--- src/rtl/cm_pkg.sv ---
package cm_pkg;
  typedef enum logic [1:0] {S_IDLE, S_EVAL, S_DONE} cmState_t;

  typedef struct packed {
    logic clear;      // configuration start
    logic load;       // request accepted
    logic eval;       // evaluate the indexed chain
    logic lastChain;  // evaluation of the final chain
    logic finish;     // result cycle
  } cmStrobe_t;
endpackage

--- src/rtl/cm_ctrl.sv ---
module cm_ctrl
  import cm_pkg::*;
#(
  parameter int NUM_CHAINS = 4,
  localparam int IDX_W = (NUM_CHAINS > 1) ? $clog2(NUM_CHAINS) : 1
) (
  input  logic             clk,
  input  logic             rstN,
  input  logic             cfgStart,
  input  logic             reqValid,
  output logic             reqReady,
  output logic             resValid,
  output logic [IDX_W-1:0] chainIdx,
  output cmStrobe_t        strobe
);
  localparam logic [IDX_W-1:0] LAST_IDX = IDX_W'(NUM_CHAINS - 1);

  cmState_t state;

  always_ff @(posedge clk) begin
    if (!rstN || cfgStart) begin
      state    <= S_IDLE;
      chainIdx <= '0;
    end else begin
      unique case (state)
        S_IDLE: if (reqValid) begin
          state    <= S_EVAL;
          chainIdx <= '0;
        end
        S_EVAL: if (chainIdx == LAST_IDX) state <= S_DONE;
                else chainIdx <= chainIdx + 1'b1;
        S_DONE: state <= S_IDLE;
        default: state <= S_IDLE;
      endcase
    end
  end

  assign reqReady = (state == S_IDLE);
  assign resValid = (state == S_DONE);

  always_comb begin
    strobe.clear     = cfgStart;
    strobe.load      = (state == S_IDLE) && reqValid && !cfgStart;
    strobe.eval      = (state == S_EVAL) && !cfgStart;
    strobe.lastChain = strobe.eval && (chainIdx == LAST_IDX);
    strobe.finish    = (state == S_DONE) && !cfgStart;
  end

  // once a request is taken the block reports busy
  a_r2_busy_after_load: assert property (@(posedge clk) disable iff (!rstN)
    strobe.load |=> !reqReady);
  // result strobe lasts one cycle
  a_r2_result_one_cycle: assert property (@(posedge clk) disable iff (!rstN)
    resValid |=> !resValid);
endmodule

--- src/rtl/cm_datapath.sv ---
module cm_datapath
  import cm_pkg::*;
#(
  parameter int NUM_TAPS   = 8,
  parameter int NUM_CHAINS = 4,
  parameter int CHAIN_LEN  = 8,
  parameter int SKIP_LIMIT = 2,
  localparam int IDX_W = (NUM_CHAINS > 1) ? $clog2(NUM_CHAINS) : 1,
  localparam int RUN_W = $clog2(SKIP_LIMIT + 2) + 1
) (
  input  logic                             clk,
  input  logic                             rstN,
  input  cmStrobe_t                        strobe,
  input  logic [IDX_W-1:0]                 chainIdx,
  input  logic [NUM_TAPS*CHAIN_LEN-1:0]    tapStreams,
  input  logic [NUM_CHAINS*CHAIN_LEN-1:0]  cubeValue,
  input  logic [NUM_CHAINS*CHAIN_LEN-1:0]  cubeCare,
  input  logic                             lastCube,
  output logic                             resMatch,
  output logic [NUM_CHAINS*NUM_TAPS-1:0]   tapMask,
  output logic                             cfgEnd
);
  localparam logic [RUN_W-1:0] RUN_LIMIT = RUN_W'(SKIP_LIMIT + 1);

  logic [NUM_TAPS-1:0][CHAIN_LEN-1:0]   tapReg;
  logic [NUM_CHAINS-1:0][CHAIN_LEN-1:0] valReg, careReg;
  logic [NUM_CHAINS-1:0][NUM_TAPS-1:0]  maskReg, workMask, mergedMask;
  logic                                 lastReg, allOk, patHit;
  logic [RUN_W-1:0]                     runCnt;
  logic [NUM_TAPS-1:0]                  compatVec, narrowSel;
  logic                                 chainOk;

  // One comparator per tap against the chain under evaluation
  for (genvar k = 0; k < NUM_TAPS; k++) begin : g_tap
    assign compatVec[k] = ~|((tapReg[k] ^ valReg[chainIdx]) & careReg[chainIdx]);
  end

  assign narrowSel = maskReg[chainIdx] & compatVec;
  assign chainOk   = |narrowSel;

  always_comb begin
    mergedMask = workMask;
    mergedMask[chainIdx] = narrowSel;
  end

  always_ff @(posedge clk) begin
    if (!rstN || strobe.clear) begin
      maskReg  <= '1;
      workMask <= '1;
      allOk    <= 1'b0;
      resMatch <= 1'b0;
      runCnt   <= '0;
      patHit   <= 1'b0;
      lastReg  <= 1'b0;
    end else begin
      if (strobe.load) begin
        tapReg  <= tapStreams;
        valReg  <= cubeValue;
        careReg <= cubeCare;
        lastReg <= lastCube;
        allOk   <= 1'b1;
      end
      if (strobe.eval) begin
        workMask[chainIdx] <= narrowSel;
        allOk              <= allOk & chainOk;
      end
      if (strobe.lastChain) begin
        resMatch <= allOk & chainOk;
        if (allOk && chainOk) maskReg <= mergedMask;
      end
      if (strobe.finish) begin
        if (lastReg) begin
          patHit <= 1'b0;
          if (patHit || resMatch)   runCnt <= '0;
          else if (runCnt < RUN_LIMIT) runCnt <= runCnt + 1'b1;
        end else begin
          patHit <= patHit | resMatch;
        end
      end
    end
  end

  assign tapMask = maskReg;
  assign cfgEnd  = (runCnt == RUN_LIMIT);

  // outside a configuration start the allowed sets never gain a tap
  a_r5_mask_only_shrinks: assert property (@(posedge clk) disable iff (!rstN)
    !strobe.clear |=> ((tapMask & ~$past(tapMask)) == '0));
  // a miss leaves the allowed sets untouched
  a_r6_miss_holds_mask: assert property (@(posedge clk) disable iff (!rstN)
    (strobe.finish && !resMatch) |-> (tapMask == $past(tapMask)));
  // configuration start reopens every tap
  a_r1_start_reopens: assert property (@(posedge clk) disable iff (!rstN)
    strobe.clear |=> (&tapMask && !cfgEnd));
  // end flag only rises right after a result
  a_r8_end_after_result: assert property (@(posedge clk) disable iff (!rstN)
    $rose(cfgEnd) |-> $past(strobe.finish));
  // a chain never loses its last allowed tap
  for (genvar j = 0; j < NUM_CHAINS; j++) begin : g_chk
    a_r4_chain_nonempty: assert property (@(posedge clk) disable iff (!rstN)
      |maskReg[j]);
  end
endmodule

--- src/rtl/cube_matcher.sv ---
module cube_matcher
  import cm_pkg::*;
#(
  parameter int NUM_TAPS   = 8,
  parameter int NUM_CHAINS = 4,
  parameter int CHAIN_LEN  = 8,
  parameter int SKIP_LIMIT = 2
) (
  input  logic                            clk,
  input  logic                            rstN,
  input  logic                            cfgStart,
  input  logic                            reqValid,
  output logic                            reqReady,
  input  logic [NUM_TAPS*CHAIN_LEN-1:0]   tapStreams,
  input  logic [NUM_CHAINS*CHAIN_LEN-1:0] cubeValue,
  input  logic [NUM_CHAINS*CHAIN_LEN-1:0] cubeCare,
  input  logic                            lastCube,
  output logic                            resValid,
  output logic                            resMatch,
  output logic [NUM_CHAINS*NUM_TAPS-1:0]  tapMask,
  output logic                            cfgEnd
);
  localparam int IDX_W = (NUM_CHAINS > 1) ? $clog2(NUM_CHAINS) : 1;

  cmStrobe_t        strobe;
  logic [IDX_W-1:0] chainIdx;

  cm_ctrl #(.NUM_CHAINS(NUM_CHAINS)) u_ctrl (
    .clk(clk), .rstN(rstN), .cfgStart(cfgStart), .reqValid(reqValid),
    .reqReady(reqReady), .resValid(resValid), .chainIdx(chainIdx), .strobe(strobe)
  );

  cm_datapath #(
    .NUM_TAPS(NUM_TAPS), .NUM_CHAINS(NUM_CHAINS),
    .CHAIN_LEN(CHAIN_LEN), .SKIP_LIMIT(SKIP_LIMIT)
  ) u_dp (
    .clk(clk), .rstN(rstN), .strobe(strobe), .chainIdx(chainIdx),
    .tapStreams(tapStreams), .cubeValue(cubeValue), .cubeCare(cubeCare),
    .lastCube(lastCube), .resMatch(resMatch), .tapMask(tapMask), .cfgEnd(cfgEnd)
  );
endmodule

--- config.mk ---
export PLATFORM = sky130hd
export DESIGN_NAME = cube_matcher
export DESIGN_NICKNAME = d
export VERILOG_FILES = /design/src/rtl/cm_pkg.sv /design/src/rtl/cm_ctrl.sv /design/src/rtl/cm_datapath.sv /design/src/rtl/cube_matcher.sv
export SDC_FILE = /design/constraint.sdc
export NUM_CORES = 1
export LEC_CHECK = 0
export CELL_PAD_IN_SITES_DETAIL_PLACEMENT = 1
export CELL_PAD_IN_SITES_GLOBAL_PLACEMENT = 1
export CORE_AREA = 2 2 166 151
export CTS_CLUSTER_SIZE = 28
export DETAILED_ROUTE_END_ITERATION = 6
export DIE_AREA = 0 0 168 153
export PLACE_DENSITY_LB_ADDON = 0.1
export SLEW_MARGIN = 20
export SYNTH_ARGS = -nofsm -noshare
export SYNTH_HDL_FRONTEND = slang
export SYNTH_HIERARCHICAL = 1
export SYNTH_SLANG_ARGS = --single-unit
--- constraint.sdc ---
create_clock -name clk -period 6.6 [get_ports clk]
set_clock_uncertainty 0.05 [all_clocks]
set_input_delay 1.65 -clock clk [delete_from_list [all_inputs] [get_ports clk]]
set_output_delay 1.65 -clock clk [all_outputs]
set_load 0.03 [all_outputs]
==> reports/summary.txt <==
Final Hold Viols: 0
CTS hold repair buffers: 0
Reg2Reg Depth: 10
Worst Tran Pin Value: 0.937 ns
top-area cell type share of the netlist area: 0.439
Leakage: 3.97 nW
Synth Area in Compound Gates: 0.0594
Top Metal Used: met4
r2r setup slk: 2.77 ns
Resized cells post-CTS: 0
Worst EP arrival: 3.96 ns
Core Area: 0.0240 mm²
Startpoint Class: input pin
die footprint: 0.0257 mm²
Finish-stage setup viols: 0
Avg WL per Cell: 19.4 µm
CTS tree: built
share of cells above drive strength 1: 0.0857
most frequent cells in the layout: clkdlybuf4s50_1, edfxtp_1, mux2i_1
TritonRoute pass-1 iters: 5
# IOs: 169
fmax: 0.260 GHz
drt total wl: 22,500 µm
Vias per Instance: 4.91
Diodes inserted: 0
Final Worst Setup Slack: 2.75 ns
Final TNS setup: 0 ns
Synth area leaders: edfxtp_1, dfxtp_1, mux2i_1, xnor2_1, mux4_2
Detail Placement HPWL: 16,400 µm
Final Cycle Share: 0.584
WS Path Type: input pin to flop
Power Internal: 2.11 mW
Synth Area per Inst: 12.9 µm²
net count reported at finish: 975
Total Routing Usage GR: 0.177
Worst VDD drop: 0.000155 V
main flop type after synthesis: edfxtp_1
largest family of logic cells by synthesized area: multiplexers
Fillers: 2,484
Setup Buffers After CTS: 0
Synth-to-Final Area Change: 29.2%
status: complete, no violations
vias in the first global route: 6,241
Syn Inst Count: 680
simple-gate area share of the yosys netlist: 0.0884
Comb power frac: 0.066
syn_nets: 816
initial antenna violation count: 0
metal3 WL: 846 µm
sink count of the clock tree: 203
CP max FO: 65
row count: 54
fraction of registers with async set/reset: 0
Rel. slew slack: 0.367
Post-Synth Adder-Cell Area: 0.00429
largest net degree at the start of global routing: 72
via count: 5,699
Core Util, Final: 0.471
first-pass GRT wire length: 35,100 µm
ANT nets after route: 0
worst endpoint required time: 6.71 ns
placed cell area: 0.0107 mm²
Cell variety after synth: 45
fin. max-slew vios: 0
EDFF count, synth: 128
Overflow after GRT: 0
Reg power frac: 0.516
Placement Setup Slack: 2.22 ns
CTS buffer count: 23
Die Y: 153 µm
M1 WL: 10,300 µm
yosys warns: 6
most common cell after layout, fill and taps aside: clkdlybuf4s50_1
Clock Latency Late Sink: 0.50 ns
Hold Path End: u_dp/workMask[26]$_SDFFE_PP1P_
DRC viols: 0
# H-tree levels: 1
CP endpoint kind: flop
PortBufs: 168
sw frac: 0.207
Pwr Density: 236 mW/mm²
mux share of post-synthesis cell area: 0.143
Max Root-Sink Buffers: 3
worst hold stages: 2
Initial Util: 0.365
sequential share of the synthesized area: 0.611
synthesized area: 0.00875 mm²
Hold Crit Start: u_dp/workMask[26]$_SDFFE_PP1P_
Clk pwr share: 0.418
DRT iter0 DRCs: 266
worst r2r src: u_ctrl/chainIdx[1]$_SDFFE_PP0P_
Layout Cell Area excl Fill: 0.0113 mm²
reg2reg end: u_dp/tapMask[30]$_SDFFE_PP1P_
WL met2: 10,900 µm
min-delay worst type: flop to flop
#FFs+latches synth: 203
maxcap violations: 0
clock slew at reported path FFs: 0.06 ns
Placer Congestion: 0.729
Tmin final: 3.85 ns
RSZ-0062 raised after global routing: false
Root Buffer: clkbuf_16
Psw: 0.552 mW
die width: 168 µm
Synth area leader: edfxtp_1
Synth Area in XOR/XNOR: 0.0658
-- per-layer routing --
metal,track usage,vias to the layer above
met4,0.0460,0
met3,0.0243,33
met5,0,-
li1,-,2758
met2,0.305,132
met1,0.235,2776
-- through the flow --
| step | hold slack, ns | total power, mW | std cells |
|---|---|---|---|
| after global routing | 0.444 | 2.76 | 1160 |
| final | 0.423 | 2.66 | 1160 |
| after CTS | 0.426 | 2.70 | 1160 |
| after global placement | 0.402 | 1.58 | 1122 |
| after detailed placement | 0.411 | 1.58 | 1122 |
| after floorplan | 0.383 | 1.47 | 680 |
-- how the worst max path moves through the flow --
stage | startpoint | endpoint | cells past startpoint
final | cfgStart | u_dp/valReg[10]$_DFFE_PP_ | 4
after global routing | u_ctrl/chainIdx[1]$_SDFFE_PP0P_ | u_dp/tapMask[30]$_SDFFE_PP1P_ | 10
after CTS | u_ctrl/chainIdx[0]$_SDFFE_PP0P_ | u_dp/tapMask[30]$_SDFFE_PP1P_ | 10
after detailed placement | cfgStart | u_dp/valReg[23]$_DFFE_PP_ | 4
after global placement | cfgStart | u_dp/valReg[20]$_DFFE_PP_ | 4
after floorplan | cfgStart | u_dp/careReg[0]$_DFFE_PP_ | 4
-- power by group through the flow --
| stage | clock (mW) | combinational (mW) | sequential [mW] |
|---|---|---|---|
| finish | 1.11 | 0.177 | 1.37 |
| global route | 1.20 | 0.191 | 1.37 |
| CTS | 1.15 | 0.180 | 1.37 |
| detailed placement | 0 | 0.179 | 1.40 |
| global placement | 0 | 0.176 | 1.40 |
| floorplan | 0 | 0.0745 | 1.40 |
-- cell usage after synthesis, types with 8 or more instances --
cell and number:
dfxtp_1 75, xor2_1 8, a21oi_1 11, o22ai_1 17, xnor2_1 54, buf_2 8
edfxtp_1 128, mux2i_1 79, mux4_2 17, nor2_1 74, o21ai_0 37, nand2_1 77
clkbuf_1 17
-- logic make-up (layout without fill, tap and decap cells) --
| logic type | after synthesis | in the layout |
|---|---|---|
| flops | 203 | 203 |
| simple gates | 181 | 181 |
| mux | 103 | 103 |
| compound gates | 84 | 84 |
| xor+xnor | 64 | 64 |
| buf+inv | 42 | 214 |
| fa+ha+maj | 3 | 3 |
-- cell type report --
cell class | instances | area (µm²) | area share
Tap cell | 308 | 385 | 0.0341
Clock buffer | 30 | 612 | 0.0541
Inverter | 1 | 3.75 | 0.000332
Sequential cell | 203 | 5350 | 0.473
Multi-Input combinational cell | 435 | 3170 | 0.281
Timing Repair Buffer | 175 | 1750 | 0.155
Clock inverter | 8 | 33.8 | 0.00299
-- worst max-delay path, stage by stage --
cell and delay, ns:
clkdlybuf4s50_1 0.54, nor3_1 0.55, and2_4 0.78, buf_12 0.39
-- sequential cells by signal, indices dropped and copies added (netlist names) --
| name | cells |
|---|---|
| u_ctrl/state | 2 |
| u_dp/runCnt | 3 |
| u_dp/valReg | 32 |
| u_dp/tapReg | 64 |
| u_dp/patHit | 1 |
| u_dp/lastReg | 1 |
| u_dp/resMatch | 1 |
| u_dp/tapMask | 32 |
| u_dp/allOk | 1 |
| u_dp/workMask | 32 |
| u_dp/careReg | 32 |
| u_ctrl/chainIdx | 2 |
(Power assumes the default switching activity.)
